--- config.mk ---
export PLATFORM = sky130hd
export DESIGN_NAME = pwm_cycle_gen
export DESIGN_NICKNAME = d
export VERILOG_FILES = /design/src/rtl/pwm_pkg.sv /design/src/rtl/pwm_prescale.sv /design/src/rtl/pwm_period_cnt.sv /design/src/rtl/pwm_shadow.sv /design/src/rtl/pwm_wave_out.sv /design/src/rtl/pwm_cycle_gen.sv
export SDC_FILE = /design/constraint.sdc
export NUM_CORES = 1
export LEC_CHECK = 0
export ABC_AREA = 1
export BUFFER_PORTS_ARGS = -buffer_cell sky130_fd_sc_hd__buf_4
export CAP_MARGIN = 20
export CORE_ASPECT_RATIO = 0.8
export CORE_MARGIN = 2
export CORE_UTILIZATION = 50
export CTS_CLUSTER_DIAMETER = 150
export DETAILED_ROUTE_END_ITERATION = 10
export PLACE_DENSITY = 0.7
export SLEW_MARGIN = 20
export SYNTH_ARGS = -nofsm -noshare
export SYNTH_HDL_FRONTEND = slang
export SYNTH_HIERARCHICAL = 1
export SYNTH_SLANG_ARGS = --single-unit
--- constraint.sdc ---
create_clock -name clk -period 2.2 [get_ports clk]
set_input_delay 0.11 -clock clk [delete_from_list [all_inputs] [get_ports clk]]
set_output_delay 0.11 -clock clk [all_outputs]
set_load 0.03 [all_outputs]
--- src/rtl/pwm_pkg.sv ---
package pwm_pkg;

  typedef enum logic [1:0] {
    LVL_COMPARE = 2'd0,
    LVL_HIGH    = 2'd1,
    LVL_LOW     = 2'd2
  } lvl_sel_e;

  // Select how the output level is derived for the active shadow settings.
  function automatic lvl_sel_e pick_level(input logic force_hi,
                                          input logic per_zero,
                                          input logic duty_zero);
    if (force_hi)       return LVL_HIGH;
    else if (duty_zero) return LVL_LOW;
    else if (per_zero)  return LVL_HIGH;
    else                return LVL_COMPARE;
  endfunction

endpackage

--- src/rtl/pwm_prescale.sv ---
module pwm_prescale #(
  parameter int PS_W = 6
) (
  input  logic            clk,
  input  logic            rst,
  input  logic            run,
  input  logic [PS_W-1:0] div,
  output logic            tick
);

  logic [PS_W-1:0] pre_cnt;
  logic            at_end;

  assign at_end = (pre_cnt >= div);
  assign tick   = run && at_end;

  always_ff @(posedge clk) begin
    if (rst || !run) begin
      pre_cnt <= '0;
    end else if (at_end) begin
      pre_cnt <= '0;
    end else begin
      pre_cnt <= pre_cnt + 1'b1;
    end
  end

endmodule

--- src/rtl/pwm_period_cnt.sv ---
module pwm_period_cnt #(
  parameter int PER_W = 10
) (
  input  logic             clk,
  input  logic             rst,
  input  logic             run,
  input  logic             tick,
  input  logic [PER_W-1:0] per,
  output logic [PER_W-1:0] cnt,
  output logic             wrap
);

  assign wrap = tick && (cnt >= per);

  always_ff @(posedge clk) begin
    if (rst || !run) begin
      cnt <= '0;
    end else if (tick) begin
      if (wrap) cnt <= '0;
      else      cnt <= cnt + 1'b1;
    end
  end

endmodule

--- src/rtl/pwm_shadow.sv ---
module pwm_shadow #(
  parameter int PER_W   = 10,
  parameter int DUTY_W  = 10,
  parameter int PS_W    = 6,
  parameter int PER_RST = 4
) (
  input  logic              clk,
  input  logic              rst,
  input  logic              run,
  input  logic              load,
  input  logic [PER_W-1:0]  per_in,
  input  logic [DUTY_W-1:0] duty_in,
  input  logic              full_in,
  input  logic [PS_W-1:0]   ps_in,
  output logic [PER_W-1:0]  per_sh,
  output logic [DUTY_W-1:0] duty_sh,
  output logic              full_sh,
  output logic [PS_W-1:0]   ps_sh
);

  localparam logic [PER_W-1:0] PER_DEF = PER_W'(PER_RST);

  always_ff @(posedge clk) begin
    if (rst || !run) begin
      per_sh  <= PER_DEF;
      duty_sh <= '0;
      full_sh <= 1'b0;
      ps_sh   <= '0;
    end else if (load) begin
      per_sh  <= per_in;
      duty_sh <= duty_in;
      full_sh <= full_in;
      ps_sh   <= ps_in;
    end
  end

endmodule

--- src/rtl/pwm_wave_out.sv ---
module pwm_wave_out
  import pwm_pkg::*;
#(
  parameter int PER_W  = 10,
  parameter int DUTY_W = 10
) (
  input  logic              clk,
  input  logic              rst,
  input  logic              run,
  input  logic [PER_W-1:0]  cnt,
  input  logic [PER_W-1:0]  per,
  input  logic [DUTY_W-1:0] duty,
  input  logic              force_hi,
  output logic              wave
);

  localparam int CW = (PER_W > DUTY_W) ? PER_W : DUTY_W;

  logic [CW-1:0] cnt_x;
  logic [CW-1:0] duty_x;
  lvl_sel_e      sel;
  logic          level_d;

  assign cnt_x  = CW'(cnt);
  assign duty_x = CW'(duty);
  assign sel    = pick_level(force_hi, (per == '0), (duty == '0));

  always_comb begin
    case (sel)
      LVL_HIGH:    level_d = 1'b1;
      LVL_LOW:     level_d = 1'b0;
      LVL_COMPARE: level_d = (cnt_x < duty_x);
      default:     level_d = 1'b0;
    endcase
  end

  always_ff @(posedge clk) begin
    if (rst || !run) wave <= 1'b0;
    else             wave <= level_d;
  end

endmodule

--- src/rtl/pwm_cycle_gen.sv ---
module pwm_cycle_gen #(
  parameter int PER_W   = 10,
  parameter int DUTY_W  = 10,
  parameter int PS_W    = 6,
  parameter int PER_RST = 4
) (
  input  logic              clk,
  input  logic              rst,
  input  logic              en,
  input  logic [PER_W-1:0]  period_i,
  input  logic [DUTY_W-1:0] duty_i,
  input  logic              full_i,
  input  logic [PS_W-1:0]   prescale_i,
  output logic              pwm_o,
  output logic              period_start_o
);

  logic              tick;
  logic              wrap;
  logic [PER_W-1:0]  cnt;
  logic [PER_W-1:0]  per_sh;
  logic [DUTY_W-1:0] duty_sh;
  logic              full_sh;
  logic [PS_W-1:0]   ps_sh;

  pwm_prescale #(.PS_W(PS_W)) u_pre (
    .clk  (clk),
    .rst  (rst),
    .run  (en),
    .div  (ps_sh),
    .tick (tick)
  );

  pwm_period_cnt #(.PER_W(PER_W)) u_cnt (
    .clk  (clk),
    .rst  (rst),
    .run  (en),
    .tick (tick),
    .per  (per_sh),
    .cnt  (cnt),
    .wrap (wrap)
  );

  pwm_shadow #(
    .PER_W  (PER_W),
    .DUTY_W (DUTY_W),
    .PS_W   (PS_W),
    .PER_RST(PER_RST)
  ) u_shadow (
    .clk     (clk),
    .rst     (rst),
    .run     (en),
    .load    (wrap),
    .per_in  (period_i),
    .duty_in (duty_i),
    .full_in (full_i),
    .ps_in   (prescale_i),
    .per_sh  (per_sh),
    .duty_sh (duty_sh),
    .full_sh (full_sh),
    .ps_sh   (ps_sh)
  );

  pwm_wave_out #(.PER_W(PER_W), .DUTY_W(DUTY_W)) u_out (
    .clk      (clk),
    .rst      (rst),
    .run      (en),
    .cnt      (cnt),
    .per      (per_sh),
    .duty     (duty_sh),
    .force_hi (full_sh),
    .wave     (pwm_o)
  );

  always_ff @(posedge clk) begin
    if (rst || !en) period_start_o <= 1'b0;
    else            period_start_o <= wrap;
  end

endmodule

### Word level (Yosys, flattened, before mapping)

Cells that the tools add are included.
W data, S select, Z words.

| storage, ports and cells | value |
|---|---|
| flip-flop bits (word level) | 45 |
| logic and storage cells | 27 |

| cells by class | value |
|---|---|
| add/subtract/negate cells | 2 |
| order comparisons | 3 |
| equal/unequal tests | 1 |
| muxes and demuxes | 5 |
| reductions and logical operators | 8 |

Operator list:

| operator | number |
|---|---|
| $logic_not A10 Y1 | 2 |
| $add A10 B1 Y10 const B | 1 |
| $ge A10 B10 Y1 | 1 |
| $lt A10 B10 Y1 | 1 |
| $mux W10 | 1 |
| $add A6 B1 Y6 const B | 1 |
| $ge A6 B6 Y1 | 1 |
| $mux W2 | 2 |
| $eq A2 B1 Y1 const B | 1 |
| $logic_and A1 B1 Y1 | 2 |
| $logic_not A2 Y1 | 1 |
| $pmux W1 S2 | 1 |
| $reduce_or A2 Y1 | 1 |
| $logic_not A1 Y1 | 1 |
| $logic_or A1 B1 Y1 | 1 |
| $mux W1 | 1 |

### Logic depth before layout (Yosys ltp)

| depth | value |
|---|---|
| word-level depth | 6 |
| gate-level depth with buffers | 16 |

### By module

Netlist, hierarchy kept.

By module, submodules not included:

| module | times used | cells an instance | area each (um^2) | seq. area each (um^2) |
|---|---|---|---|---|
| pwm_shadow | 1 | 119 | 1049.8 | 540.5 |
| pwm_period_cnt | 1 | 102 | 764.5 | 200.2 |
| pwm_prescale | 1 | 58 | 411.6 | 120.1 |
| pwm_wave_out | 1 | 72 | 386.6 | 20.0 |
| pwm_cycle_gen | 1 | 3 | 30.0 | 20.0 |

### Worst setup path before layout

OpenSTA, ideal clock, no wires.

| timing path | value |
|---|---|
| path type | register to register |
| start | register u_pre.pre_cnt[0] |
| end | register u_shadow.per_sh[2] |
| setup time | 0.119 ns |
| arrival | 1.745 ns |
| path slack | 0.336 ns |
| stages on the path, launching flop included | 17 |
| path buffers | 3 |
| clock period less this slack | 1.864 ns |
| cell sequence | dfxtp_1 inv_1 ha_1 inv_1 nand2_1 nand2_1 nand2_1 nand2_1 a21oi_1 buf_4 nand2_1 inv_1 buf_6 inv_8 buf_12 nand2_1 nand3_1 |

| on the way | value |
|---|---|
| longest elaborated chain between the ends | 3 |

RTL lines:

| item | line | source |
|---|---|---|
| start: declaration | pwm_prescale.sv:11 | `logic [PS_W-1:0] pre_cnt;` |
| start signal: assignment | pwm_prescale.sv:23 | `pre_cnt <= pre_cnt + 1'b1;` |
| $ge A6 B6 Y1 | pwm_prescale.sv:14 | `assign at_end = (pre_cnt >= div);` |
| $logic_and A1 B1 Y1 | pwm_prescale.sv:15 | `assign tick = run && at_end;` |
| named net tick | pwm_cycle_gen.sv:18 | `logic tick;` |
| $logic_and A1 B1 Y1 | pwm_period_cnt.sv:13 | `assign wrap = tick && (cnt >= per);` |
| named net wrap | pwm_cycle_gen.sv:19 | `logic wrap;` |
| end signal: assignment | pwm_shadow.sv:30 | `per_sh <= per_in;` |
| end: declaration | pwm_shadow.sv:15 | `output logic [PER_W-1:0] per_sh,` |

The timed path passes the listed nets, and every way through them passes these cells.
A chain may end at the register's enable or synchronous reset.

### Worst setup path after layout

| timing path | value |
|---|---|
| start | register u_pre.pre_cnt[0] |
| end | register u_cnt.cnt[9] |

| on the way | value |
|---|---|
| longest elaborated chain between the ends | 4 |

RTL lines:

| item | line | source |
|---|---|---|
| $ge A6 B6 Y1 * | pwm_prescale.sv:14 |  |
| $logic_and A1 B1 Y1 * | pwm_prescale.sv:15 |  |
| named net tick | pwm_cycle_gen.sv:18 |  |
| $logic_and A1 B1 Y1 | pwm_period_cnt.sv:13 |  |
| $mux W10 | pwm_period_cnt.sv:19 | `if (wrap) cnt <= '0;` |
| end signal: assignment | pwm_period_cnt.sv:20 | `else cnt <= cnt + 1'b1;` |
| end: declaration | pwm_period_cnt.sv:9 | `output logic [PER_W-1:0] cnt,` |

The timed path passes the listed nets; every way through them passes the cells marked *.

==> key figures <==
Clocking
  • Post-CTS Setup Inserts: 0
  • CTS tree: done
  • Clock root buffer: clkbuf_8
  • Clock Path Buffers: 2
  • CTS clk-pin slew, worst paths: ~90 ps
  • Worst-Skew Late Latency: 300 ps
  • CTS H-tree lvls: 2
  • Clock sink count: 45
  • CTS buffer count: 5

Synthesis
  • Commonest cells in the netlist: nand2_1, inv_1, dfxtp_1
  • Biggest area consumer among synthesized cells: dfxtp_1
  • Post-synth EDFFs: 0
  • Register area share after synthesis: between 30% and 40%
  • Async S/R FF share, synth: 0%
  • YS warnings: 6
  • Top FF cell, synth: dfxtp_1
  • Post-Syn Instances: about 350
  • Syn Std Cell Area: 2640 sq um
  • Most frequent cell after synthesis: nand2_1
  • Syn nets: about 410
  • Avg Inst Size Synth: between 7 and 8 sq um
  • Largest cells by area after synthesis: dfxtp_1, nand2_1, ha_1, inv_1, nor2_1
  • #FFs+latches synth: 45
  • Yosys cell types: 28
  • Synth top area share: 34.1%

Die
  • Die Y: about 69 um
  • Core area: 5060 sq um
  • Rows: 23
  • Die X: 85.3 um
  • Starting Density: 52.2%
  • Die Area: roughly 5900 sq um
  • Top Ports: 32

Timing
  • Final Skew: 9.97 ps
  • Tmin final: 2030 ps
  • Worst slew margin: between 50% and 60%
  • Post-Route Setup TNS: 0 ps
  • Final hold violation count: 0
  • Crit share post-route: just over 90%
  • PnR worst setup slack: 170 ps
  • Maximum achievable frequency: 493 MHz
  • Actual slew at the worst max-slew pin: between 600 and 700 ps
  • RSZ-0062 raised after global routing: false
  • Final setup viols: 0
  • Slew Limit Fails: 0

Critical path
  • Worst path bufs/invs: 3
  • Critical path launch point type: register
  • Worst path max stage delay: between 300 and 400 ps
  • Critical path arrival: 2230 ps
  • Crit. End Element: register
  • Critical Path Most Common Cell: nand2_1
  • Worst-path fanout max: 5
  • Origin of the worst setup path: u_pre/pre_cnt[0]
  • Crit Path Category: register to register
  • Reg-to-reg startpoint: u_pre/pre_cnt[0]
  • Critical path cell sequence: inv_1, ha_1, inv_1, nand2_1, nand2_1, nand2_1, nand2_1, a21oi_2, buf_4, nand2_4, nor2_8, nand3_4, nor2_4, xnor2_1, nor2_2
  • Critical Path RT: 2400 ps
  • Crit path max-delay family: simple AND/OR/NAND/NOR gates
  • Slowest cell on crit path: dfxtp_1

Routing
  • Wire length on met2: ~2300 um
  • DRC: 0
  • Wl on met1: approximately 2800 um
  • Vias/cell: about 4.7
  • Met3 wire len: about 220 um
  • Pre-antenna DRT Iters: 4
  • Via count: 2141
  • Post-route ant nets: 0
  • DRT Wirelength: about 5300 um
  • WL/cell: between 10 and 15 um
  • Top Layer Used: met4
  • DR iter-0 viols: 94

Global routing
  • Initial antenna violation count: 0
  • Vias in the first global route: between 1500 and 2000
  • Largest net degree at the start of global routing: 29
  • Grt ovf: 0
  • Overall Global Routing Usage: roughly a fifth
  • First-pass GRT wire length: about 9000 um

Power
  • Power density cells: 463 nW/um^2
  • VDD IR-drop max: 0.000337 V
  • Pleak: roughly 1.3 nW

Placement
  • Post-DP HPWL: between 3000 and 4000 um
  • Pre-CTS WS: ~110 ps
  • GPL Wtd Cong: between 0.7 and 0.8
  • Placed Cells: 445
  • Number of port buffers: 31

Finish
  • Antenna Diode Count: 0
  • Register area: approximately 900 sq um
  • Multi-input gate area: 1450 sq um
  • Area delta synth->final: 15.3%
  • Share of layout cells above drive strength 1: around a fifth
  • Final #Nets: around 450
  • Non-filler cells in the finished layout: 455
  • Fillers: 483

Outcome
  • Status: complete, no violations

Hold path
  • Hold_sp: period_i[2]
  • Hold Crit Class: input port to register

Run
  • Max-cap violations: 0
[report_power, final]
group / switching [W] / total, W / internal, W
combinational: 0.0000355 / 0.0000792 / 0.0000438
sequential: 0.00000101 / 0.000816 / 0.000815
clock: 0.000297 / 0.000517 / 0.000220
total: 0.000333 / 0.00141 / 0.00108
[flip-flops by register name, indices dropped and copies added (netlist names)]
register and flops:
u_out/wave 1, u_pre/pre_cnt 6, u_shadow/full_sh 1, u_shadow/ps_sh 6, u_shadow/per_sh 10, period_start_o 1, u_shadow/duty_sh 10, u_cnt/cnt 10
[per-stage QoR]
step	total power, W	cell area [sq um]	util, %	hold WS (ps)
after floorplan	0.000864	2640	-	177
after global placement	0.000912	2920	57.6	318
after detailed placement	0.000912	2920	57.6	315
after CTS	0.00143	3010	59.5	7.75
after global routing	0.00148	3050	60.2	31.8
final	0.00141	3050	60.2	17.5
[what timing repair did]
action,CTS,global route
hold endpoints to repair,1,0
hold buffers,1,0
gates resized for setup,0,3
setup endpoints to repair,0,33
[cell families (layout without fill, tap and decap cells)]
kind of cell | count (synthesis) | count (layout) | share of synthesized area, %
muxes | 1 | 1 | 0.379
and+or+nand+nor | 174 | 174 | 29.5
adders and majority gates | 27 | 27 | 12.8
AOI/OAI and AO/OA | 37 | 37 | 8.85
xor gates and xnor gates | 9 | 9 | 2.98
buffers and inverters | 61 | 100 | 11.4
DFF | 45 | 45 | 34.1
[placed cells by master, fill, tap and decap left out, drive strengths merged, types with 2 or more instances in the layout]
cell type,synthesis,final
dfxtp,45,45
clkbuf,0,6
nand2,113,113
nor2,42,42
buf,8,37
or2,4,4
inv,53,53
xor2,4,4
a21o,3,3
clkinv,0,2
nand3,13,13
xnor2,5,5
a21oi,34,34
ha,27,27
[worst min-delay path, stage by stage]
cell and delay [ps]:
buf_4 70, nand2_1 40, nand3_1 60
[path summary, 6_finish.rpt]
kind | cells past startpoint | slack, ps | endpoint
worst max-delay path | 15 | 170 | u_cnt/cnt[9]
worst max register to register | 15 | 170 | u_cnt/cnt[9]
worst min-delay path | 3 | 20 | u_shadow/per_sh[2]
worst min register to register | 1 | 450 | u_pre/pre_cnt[0]
[routing by layer]
metal  global-route usage, %  vias to the layer above
li1                        -                     1161
met1                    27.8                      939
met2                    28.0                       37
met3                    5.15                        4
met4                    3.70                        0
met5                       0                        -
[layout make-up]
cell class | instances | area share [%]
well taps | 62 | 2.55
repair buffers | 39 | 10.7
flip-flops and latches | 45 | 29.6
inverters | 53 | 6.78
multi-input cells | 248 | 47.6
clock inverters | 3 | 0.575
clock buffers | 5 | 2.26
No activity file was read; power rests on OpenSTA's default activity.
